File: src/rtl/lbm_pkg.sv
// Package: shared widths, field codes and the configuration set record
// for the leaky-bucket activity monitor.
package lbm_pkg;

    localparam int VAL_W   = 8;
    localparam int FIELD_W = 3;

    typedef enum logic [FIELD_W-1:0] {
        FLD_UPPER  = 3'd0,
        FLD_LOWER  = 3'd1,
        FLD_SIZE   = 3'd2,
        FLD_DECAY  = 3'd3,
        FLD_WINDOW = 3'd4
    } lbm_field_e;

    typedef struct packed {
        logic [VAL_W-1:0] upper;
        logic [VAL_W-1:0] lower;
        logic [VAL_W-1:0] size;
        logic [VAL_W-1:0] decay;
        logic [VAL_W-1:0] window;
    } lbm_set_t;

endpackage

File: src/rtl/lbm_cfg_regs.sv
// Configuration bank: NUM_SETS records of five 8-bit fields.
// Address is {set index, field code}; field codes above FLD_WINDOW are
// read as zero and ignored on write. Reads are combinational.
// Assumes a synchronous active-low reset loading RST_SET into every set.
module lbm_cfg_regs
    import lbm_pkg::*;
#(
    parameter int       NUM_SETS = 4,
    parameter int       SEL_W    = 2,
    parameter int       ADDR_W   = SEL_W + FIELD_W,
    parameter lbm_set_t RST_SET  = '0
) (
    input  logic              clk,
    input  logic              rst_n,
    input  logic              we,
    input  logic [ADDR_W-1:0] addr,
    input  logic [VAL_W-1:0]  wdata,
    input  logic [SEL_W-1:0]  sel,
    output logic [VAL_W-1:0]  rdata,
    output lbm_set_t          cur
);

    localparam logic [SEL_W:0] SETS_L = (SEL_W+1)'(NUM_SETS);

    logic [SEL_W-1:0]   a_set;
    logic [FIELD_W-1:0] a_fld;
    lbm_set_t           bank [NUM_SETS];
    lbm_set_t           rd_rec;

    assign a_set = addr[ADDR_W-1:FIELD_W];
    assign a_fld = addr[FIELD_W-1:0];

    for (genvar g = 0; g < NUM_SETS; g++) begin : g_set
        lbm_set_t rec;
        logic     hit;

        assign hit = we && ({1'b0, a_set} == (SEL_W+1)'(g));

        // Load one field of this set on a matching write.
        always_ff @(posedge clk) begin
            if (!rst_n) begin
                rec <= RST_SET;
            end else if (hit) begin
                case (a_fld)
                    FLD_UPPER:  rec.upper  <= wdata;
                    FLD_LOWER:  rec.lower  <= wdata;
                    FLD_SIZE:   rec.size   <= wdata;
                    FLD_DECAY:  rec.decay  <= wdata;
                    FLD_WINDOW: rec.window <= wdata;
                    default:    rec        <= rec;
                endcase
            end
        end

        assign bank[g] = rec;
    end

    // Pick the addressed record and field for the read port.
    always_comb begin
        rd_rec = ({1'b0, a_set} < SETS_L) ? bank[a_set] : '0;
        case (a_fld)
            FLD_UPPER:  rdata = rd_rec.upper;
            FLD_LOWER:  rdata = rd_rec.lower;
            FLD_SIZE:   rdata = rd_rec.size;
            FLD_DECAY:  rdata = rd_rec.decay;
            FLD_WINDOW: rdata = rd_rec.window;
            default:    rdata = '0;
        endcase
    end

    // Present the record chosen by the set select to the monitor.
    always_comb begin
        cur = ({1'b0, sel} < SETS_L) ? bank[sel] : '0;
    end

endmodule

File: src/rtl/lbm_fault_det.sv
// Fault detector: times the accounting period and flags a period as
// faulty when the tick count since the last rising edge of ref_in
// reaches the gap window. Assumes ref_in is already synchronous to clk.
// cyc_end marks the last tick of a period; cyc_fault is valid with it.
module lbm_fault_det
    import lbm_pkg::*;
#(
    parameter int CYCLE_TICKS = 32_000_000,
    parameter int CNT_W       = $clog2(CYCLE_TICKS)
) (
    input  logic             clk,
    input  logic             rst_n,
    input  logic             ref_in,
    input  logic [VAL_W-1:0] window,
    output logic             cyc_end,
    output logic             cyc_fault
);

    localparam logic [CNT_W-1:0] LAST    = CNT_W'(CYCLE_TICKS - 1);
    localparam logic [VAL_W-1:0] GAP_MAX = '1;

    logic             ref_q;
    logic             rise;
    logic             hit;
    logic             seen;
    logic [VAL_W-1:0] gap;
    logic [CNT_W-1:0] tick;

    assign rise      = ref_in & ~ref_q;
    assign hit       = (gap >= window);
    assign cyc_end   = (tick == LAST);
    assign cyc_fault = seen | hit;

    // Remember the previous reference level for edge detection.
    always_ff @(posedge clk) begin
        if (!rst_n) ref_q <= 1'b0;
        else        ref_q <= ref_in;
    end

    // Count ticks since the last rising edge, saturating.
    always_ff @(posedge clk) begin
        if (!rst_n)              gap <= '0;
        else if (rise)           gap <= '0;
        else if (gap != GAP_MAX) gap <= gap + 1'b1;
    end

    // Accounting period timer.
    always_ff @(posedge clk) begin
        if (!rst_n)       tick <= '0;
        else if (cyc_end) tick <= '0;
        else              tick <= tick + 1'b1;
    end

    // Sticky fault flag for the current period.
    always_ff @(posedge clk) begin
        if (!rst_n)       seen <= 1'b0;
        else if (cyc_end) seen <= 1'b0;
        else              seen <= seen | hit;
    end

endmodule

File: src/rtl/lbm_bucket.sv
// Leaky bucket with hysteresis alarm. At each period end the fill rises
// on a faulty period (saturating at size) or leaks by one after `decay`
// consecutive clean periods (0 treated as 1, floor zero). The alarm sets
// at fill >= upper and clears at fill <= lower. change_evt pulses for one
// cycle after an alarm change unless masked.
module lbm_bucket
    import lbm_pkg::*;
(
    input  logic             clk,
    input  logic             rst_n,
    input  logic             cyc_end,
    input  logic             cyc_fault,
    input  logic [VAL_W-1:0] upper,
    input  logic [VAL_W-1:0] lower,
    input  logic [VAL_W-1:0] size,
    input  logic [VAL_W-1:0] decay,
    input  logic             evt_mask,
    output logic [VAL_W-1:0] fill,
    output logic             alarm,
    output logic             change_evt
);

    logic [VAL_W-1:0] clean;
    logic [VAL_W-1:0] fill_nx;
    logic [VAL_W-1:0] clean_nx;
    logic [VAL_W-1:0] dec_eff;
    logic             alarm_nx;

    assign dec_eff = (decay == '0) ? VAL_W'(1) : decay;

    // Next bucket, clean count and alarm state at a period end.
    always_comb begin
        fill_nx  = fill;
        clean_nx = clean;
        alarm_nx = alarm;
        if (cyc_end) begin
            if (cyc_fault) begin
                fill_nx  = (fill >= size) ? size : fill + 1'b1;
                clean_nx = '0;
            end else if (({1'b0, clean} + 1'b1) >= {1'b0, dec_eff}) begin
                fill_nx  = (fill == '0) ? '0 : fill - 1'b1;
                clean_nx = '0;
            end else begin
                clean_nx = clean + 1'b1;
            end
            if (!alarm && (fill_nx >= upper))     alarm_nx = 1'b1;
            else if (alarm && (fill_nx <= lower)) alarm_nx = 1'b0;
        end
    end

    // State registers and the change event.
    always_ff @(posedge clk) begin
        if (!rst_n) begin
            fill       <= '0;
            clean      <= '0;
            alarm      <= 1'b0;
            change_evt <= 1'b0;
        end else begin
            fill       <= fill_nx;
            clean      <= clean_nx;
            alarm      <= alarm_nx;
            change_evt <= (alarm_nx != alarm) & ~evt_mask;
        end
    end

endmodule

File: src/rtl/refclk_activity_mon.sv
// Top of the leaky-bucket reference clock activity monitor. It ties the
// configuration bank, the fault detector and the bucket together.
// Assumes ref_in is synchronous to clk and CYCLE_TICKS >= 2.
module refclk_activity_mon
    import lbm_pkg::*;
#(
    parameter int CYCLE_TICKS = 32_000_000,
    parameter int NUM_SETS    = 4,
    parameter int SEL_W       = $clog2(NUM_SETS),
    parameter int ADDR_W      = SEL_W + FIELD_W,
    parameter int RST_UPPER   = 8,
    parameter int RST_LOWER   = 4,
    parameter int RST_SIZE    = 12,
    parameter int RST_DECAY   = 1,
    parameter int RST_WINDOW  = 255
) (
    input  logic              clk,
    input  logic              rst_n,
    input  logic              ref_in,
    input  logic [SEL_W-1:0]  set_sel,
    input  logic              evt_mask,
    input  logic              cfg_we,
    input  logic [ADDR_W-1:0] cfg_addr,
    input  logic [VAL_W-1:0]  cfg_wdata,
    output logic [VAL_W-1:0]  cfg_rdata,
    output logic              alarm,
    output logic              valid,
    output logic              change_evt
);

    localparam lbm_set_t RST_SET = '{
        upper:  VAL_W'(RST_UPPER),
        lower:  VAL_W'(RST_LOWER),
        size:   VAL_W'(RST_SIZE),
        decay:  VAL_W'(RST_DECAY),
        window: VAL_W'(RST_WINDOW)
    };

    lbm_set_t         cur;
    logic             cyc_end;
    logic             cyc_fault;
    logic [VAL_W-1:0] fill;

    lbm_cfg_regs #(
        .NUM_SETS (NUM_SETS),
        .SEL_W    (SEL_W),
        .ADDR_W   (ADDR_W),
        .RST_SET  (RST_SET)
    ) u_cfg (
        .clk   (clk),
        .rst_n (rst_n),
        .we    (cfg_we),
        .addr  (cfg_addr),
        .wdata (cfg_wdata),
        .sel   (set_sel),
        .rdata (cfg_rdata),
        .cur   (cur)
    );

    lbm_fault_det #(
        .CYCLE_TICKS (CYCLE_TICKS)
    ) u_det (
        .clk       (clk),
        .rst_n     (rst_n),
        .ref_in    (ref_in),
        .window    (cur.window),
        .cyc_end   (cyc_end),
        .cyc_fault (cyc_fault)
    );

    lbm_bucket u_bkt (
        .clk        (clk),
        .rst_n      (rst_n),
        .cyc_end    (cyc_end),
        .cyc_fault  (cyc_fault),
        .upper      (cur.upper),
        .lower      (cur.lower),
        .size       (cur.size),
        .decay      (cur.decay),
        .evt_mask   (evt_mask),
        .fill       (fill),
        .alarm      (alarm),
        .change_evt (change_evt)
    );

    assign valid = ~alarm;

endmodule

File: config.mk
export PLATFORM = sky130hd
export DESIGN_NAME = refclk_activity_mon
export DESIGN_NICKNAME = d
export VERILOG_FILES = /design/src/rtl/lbm_pkg.sv /design/src/rtl/lbm_cfg_regs.sv /design/src/rtl/lbm_fault_det.sv /design/src/rtl/lbm_bucket.sv /design/src/rtl/refclk_activity_mon.sv
export SDC_FILE = /design/constraint.sdc
export NUM_CORES = 1
export LEC_CHECK = 0
export ABC_AREA = 0
export BUFFER_PORTS_ARGS = -buffer_cell sky130_fd_sc_hd__buf_4
export CORE_MARGIN = 2
export CORE_UTILIZATION = 59
export CTS_BUF_LIST = sky130_fd_sc_hd__clkbuf_2
export DETAILED_ROUTE_END_ITERATION = 10
export PLACE_DENSITY = 0.76
export SYNTH_ARGS = -nofsm -noshare
export SYNTH_HDL_FRONTEND = slang
export SYNTH_SLANG_ARGS = --single-unit
export TNS_END_PERCENT = 20
File: constraint.sdc
create_clock -name clk -period 5.9 [get_ports clk]
set_clock_uncertainty 0.2 [all_clocks]
set_input_delay 0.295 -clock clk [delete_from_list [all_inputs] [get_ports clk]]
set_output_delay 0.295 -clock clk [all_outputs]
set_load 0.02 [all_outputs]
==> out/results.md <==
* 4260 um2 — storage element area
* 55 — number of buffers added by the clock tree synthesis step
* 80.8% — share of the cycle needed by the critical path after routing
* yes — CTS tree
* 213 — Sink Count
* 1 — antenna violations before repair
* sky130_fd_sc_hd__dfxtp_1 (213), sky130_fd_sc_hd__nand2_1 (196), sky130_fd_sc_hd__nand3_1 (152), sky130_fd_sc_hd__nor2_1 (97), sky130_fd_sc_hd__a21oi_1 (88) — top library cells by usage in the layout, fill and taps aside
* 1,396 — Net count, final
* 4.99 nW — Leakage Power
* 1,375 — syn nets
* 1,098 — DRC marker count from the first detailed-route iteration
* 0 — Final Slew Violations
* 6 — TritonRoute pass-1 iters
* 60.6% — starting density of the core
* 17.0% — share of final-layout standard cells stronger than drive strength 1
* 51 — number of core rows
* 0 — post-CTS repair timing setup buffer count
* 10,300 — detailed-route via count
* 52,300 um — wire length of the first global-routing pass
* 63 — number of unique standard cell types used by synthesis
* 100 — maximum number of pins on one net before global-route repair
* 146 um — die boundary height
* 0.09 ns — clock slew seen by the registers of the worst setup and hold paths
* 21,300 um2 — area of the die
* sky130_fd_sc_hd__a2111oi_0 — CP max-delay cell
* 4.77 ns — Min Clock Period, post-route
* 146 um — DIE WIDTH
* 11,900 um2 — post-synth design cell area
* 28.0% — Max-slew headroom
* 0 — Fin. Hold Viols
* 31 — io pins
* 10,100 — number of global-route vias before repair
* 210 MHz — Max Freq
* 0 — CTS-repair resized insts
* 0 — post-route DRC violation count
* flip-flop — crit path capture type
* 0.932 — Final Wtd Congestion
* 213 — total of flip-flops plus latches after synthesis
* 0 — number of endpoints failing setup at the final stage
* 6.40 ns — required time worst endpoint
* in2reg — Hold WC Path Type
* 0.88 ns — Clk Latency, worst-skew pair
* 21,200 um — half-perimeter wire length after placement
* 1,625 — number of fill cells
* 1,310 — gate count of the mapped netlist
* completed — status
* sky130_fd_sc_hd__dfxtp_1 — most frequent standard cell in the layout excluding fill and tap cells
* 0 — max-cap check violation count
* 21 — worst-path fanout max
* 19.9 um — wire per inst
* mux4_2 > nor4_1 > a41o_1 > ha_1 > nand2b_1 > a2111oi_0 > o311ai_2 > buf_4 > nor3b_1 > a21oi_1 > mux2i_1 > ha_1 > nand2_1 > o21ai_0 > a31oi_1 > o21ai_0 > nand3_1 > a21oi_1 — chain of cells forming the critical path
* reg2reg — critical path class
* 30 — count of buffers inserted at the top-level ports
* 0 — post-detailed-route count of antenna-violating nets
* compound AO/OA/AOI/OAI gates — Largest delay share family, worst path
* 2 — H-tree level count
* 1 — CP Buf/Inv Count
* 7060 um2 — multi-input gate area in the final layout
* sky130_fd_sc_hd__dfxtp_1 — flip-flop cell with the highest count after synthesis
* 0.157 mV — IR Drop Worst-Case VDD
* 0% — async set or reset register ratio after synthesis
* 19,600 um2 — area of the core region
* 1.08 ns — measured slew at the worst slew-check pin
* 0 ns — Post-Route Setup TNS
* no — RSZ-0062 raised after global routing
* flip-flop — critical path launch point type
* 210 nW/um2 — pwr/cell area
* 8.00% — layout-stage area growth over the synthesis result
* sky130_fd_sc_hd__clkbuf_2 — clock root buffer master
* 6.32 — per-cell via count in the routed design
* 5.27 ns — critical path data arrival time
* 0.131 ns — minimum hold slack
* 35.9% — register area share after synthesis
* 9.06 um2 — Avg Synthesized Cell Area
* 32,400 um — sum of routed wire length over all layers
* 0 — synthesis warning total
* 3 — maximum root-to-sink buffer count
* 0.56 ns — critical path's largest stage delay
* 0 — total congestion overflow after global routing
* 0 — number of enable flip-flop cells after synthesis
* 30.2% — overall routing resource usage
==> report_power, final <==
part | total, mW | internal [mW] | switching (mW)
Clock | 0.991 | 0.390 | 0.601
Combinational | 0.237 | 0.0823 | 0.155
Sequential | 1.46 | 1.45 | 0.0109
Total | 2.69 | 1.92 | 0.767
==> routing by layer <==
metal	GRT usage [%]	up-vias	wire, um
met3	5.71	78	2640
li1	-	4757	-
met2	48.5	505	15500
met1	40.6	4946	13300
met4	11.9	0	995
met5	0	-	0
==> area by class of cell <==
| class | instances | share of cell area, % |
|---|---|---|
| timing repair buffer | 64 | 4.18 |
| clock inverter | 10 | 0.546 |
| inverter | 45 | 1.34 |
| tap | 265 | 2.59 |
| clock buffer | 77 | 3.00 |
| antenna | 1 | 0.0195 |
| sequential | 213 | 33.2 |
| multi-input combinational | 952 | 55.1 |
==> cell usage after synthesis (all sizes together) (3+ instances only) <==
cell | count | area, um2
nand3 | 153 | 778
and4 | 4 | 35.0
and3 | 16 | 101
o21ai | 27 | 135
or3 | 4 | 25.0
nand3b | 3 | 22.5
nand2 | 196 | 736
dfxtp | 213 | 4260
a31oi | 6 | 37.5
nor3b | 7 | 57.6
nand4 | 12 | 75.1
buf | 35 | 168
mux4 | 79 | 1780
clkbuf | 65 | 245
o22ai | 9 | 56.3
nor2b | 6 | 37.5
a21oi | 88 | 440
mux2 | 10 | 113
xor2 | 20 | 175
a211oi | 7 | 65.1
nor4 | 4 | 46.3
o211ai | 3 | 22.5
nor3 | 17 | 111
a22oi | 16 | 120
nand2b | 3 | 18.8
xnor2 | 16 | 140
ha | 45 | 563
mux2i | 68 | 681
inv | 45 | 169
a2bb2oi | 6 | 52.6
nor2 | 101 | 384
a21o | 4 | 30.0
==> repair_timing <==
| item | in CTS | in global routing |
|---|---|---|
| hold buffers | 22 | 0 |
| endpoints found under the hold margin | 171 | 0 |
| setup endpoints to repair | 0 | 0 |
==> metrics by stage <==
step	instances	setup slack [ns]	utilization, %	power [mW]	area, um2
finish	1627	1.13	65.5	2.69	12800
global route	1627	0.727	65.5	2.81	12800
CTS	1626	1.18	65.5	2.71	12800
detailed placement	1517	0.937	62.0	1.72	12100
global placement	1517	1.06	62.0	1.71	12100
floorplan	1310	1.31	-	1.65	11900
==> cell families (layout without fill, tap and decap cells) <==
logic type                 count (synthesis)  in the layout  share of synthesized area [%]
and+or+nand+nor                          533            533                           21.0
DFF                                      213            213                           35.9
xor gates and xnor gates                  36             36                           2.66
adders and majority gates                 45             45                           4.74
buffers and inverters                    145            196                           4.90
AOI/OAI and AO/OA                        181            181                           9.18
other                                      0              1                              0
muxes                                    157            157                           21.7
==> worst register-to-register path: cells and delay by family, from the launching register on <==
family / cells / cell delay (ns)
AOI/OAI and AO/OA: 8 / 1.86
and+or+nand+nor: 5 / 0.79
muxes: 2 / 0.64
adders and majority gates: 2 / 0.58
DFF: 1 / 0.34
buffers and inverters: 1 / 0.23
==> final timing paths <==
| path | start | endpoint | slack [ns] | depth (start not counted) |
|---|---|---|---|---|
| worst min-delay path | evt_mask | u_bkt.change_evt$_SDFF_PN0_ | 0.13 | 4 |
| worst min register to register | u_cfg.bank[69]$_SDFFE_PN0P_ | u_cfg.bank[69]$_SDFFE_PN0P_ | 0.28 | 2 |
| worst max-delay path | u_cfg.bank[15]$_SDFFE_PN0P_ | u_bkt.alarm$_SDFF_PN0_ | 1.13 | 18 |
| worst max register to register | u_cfg.bank[15]$_SDFFE_PN0P_ | u_bkt.alarm$_SDFF_PN0_ | 1.13 | 18 |
==> sequential cells by signal (all words and copies together), names as in the netlist <==
register and cells:
u_bkt.alarm 1, u_bkt.change_evt 1, u_bkt.clean 8, u_bkt.fill 8, u_cfg.bank 160, u_det.gap 8, u_det.ref_q 1, u_det.seen 1
u_det.tick 25
(Power assumes the default switching activity.)
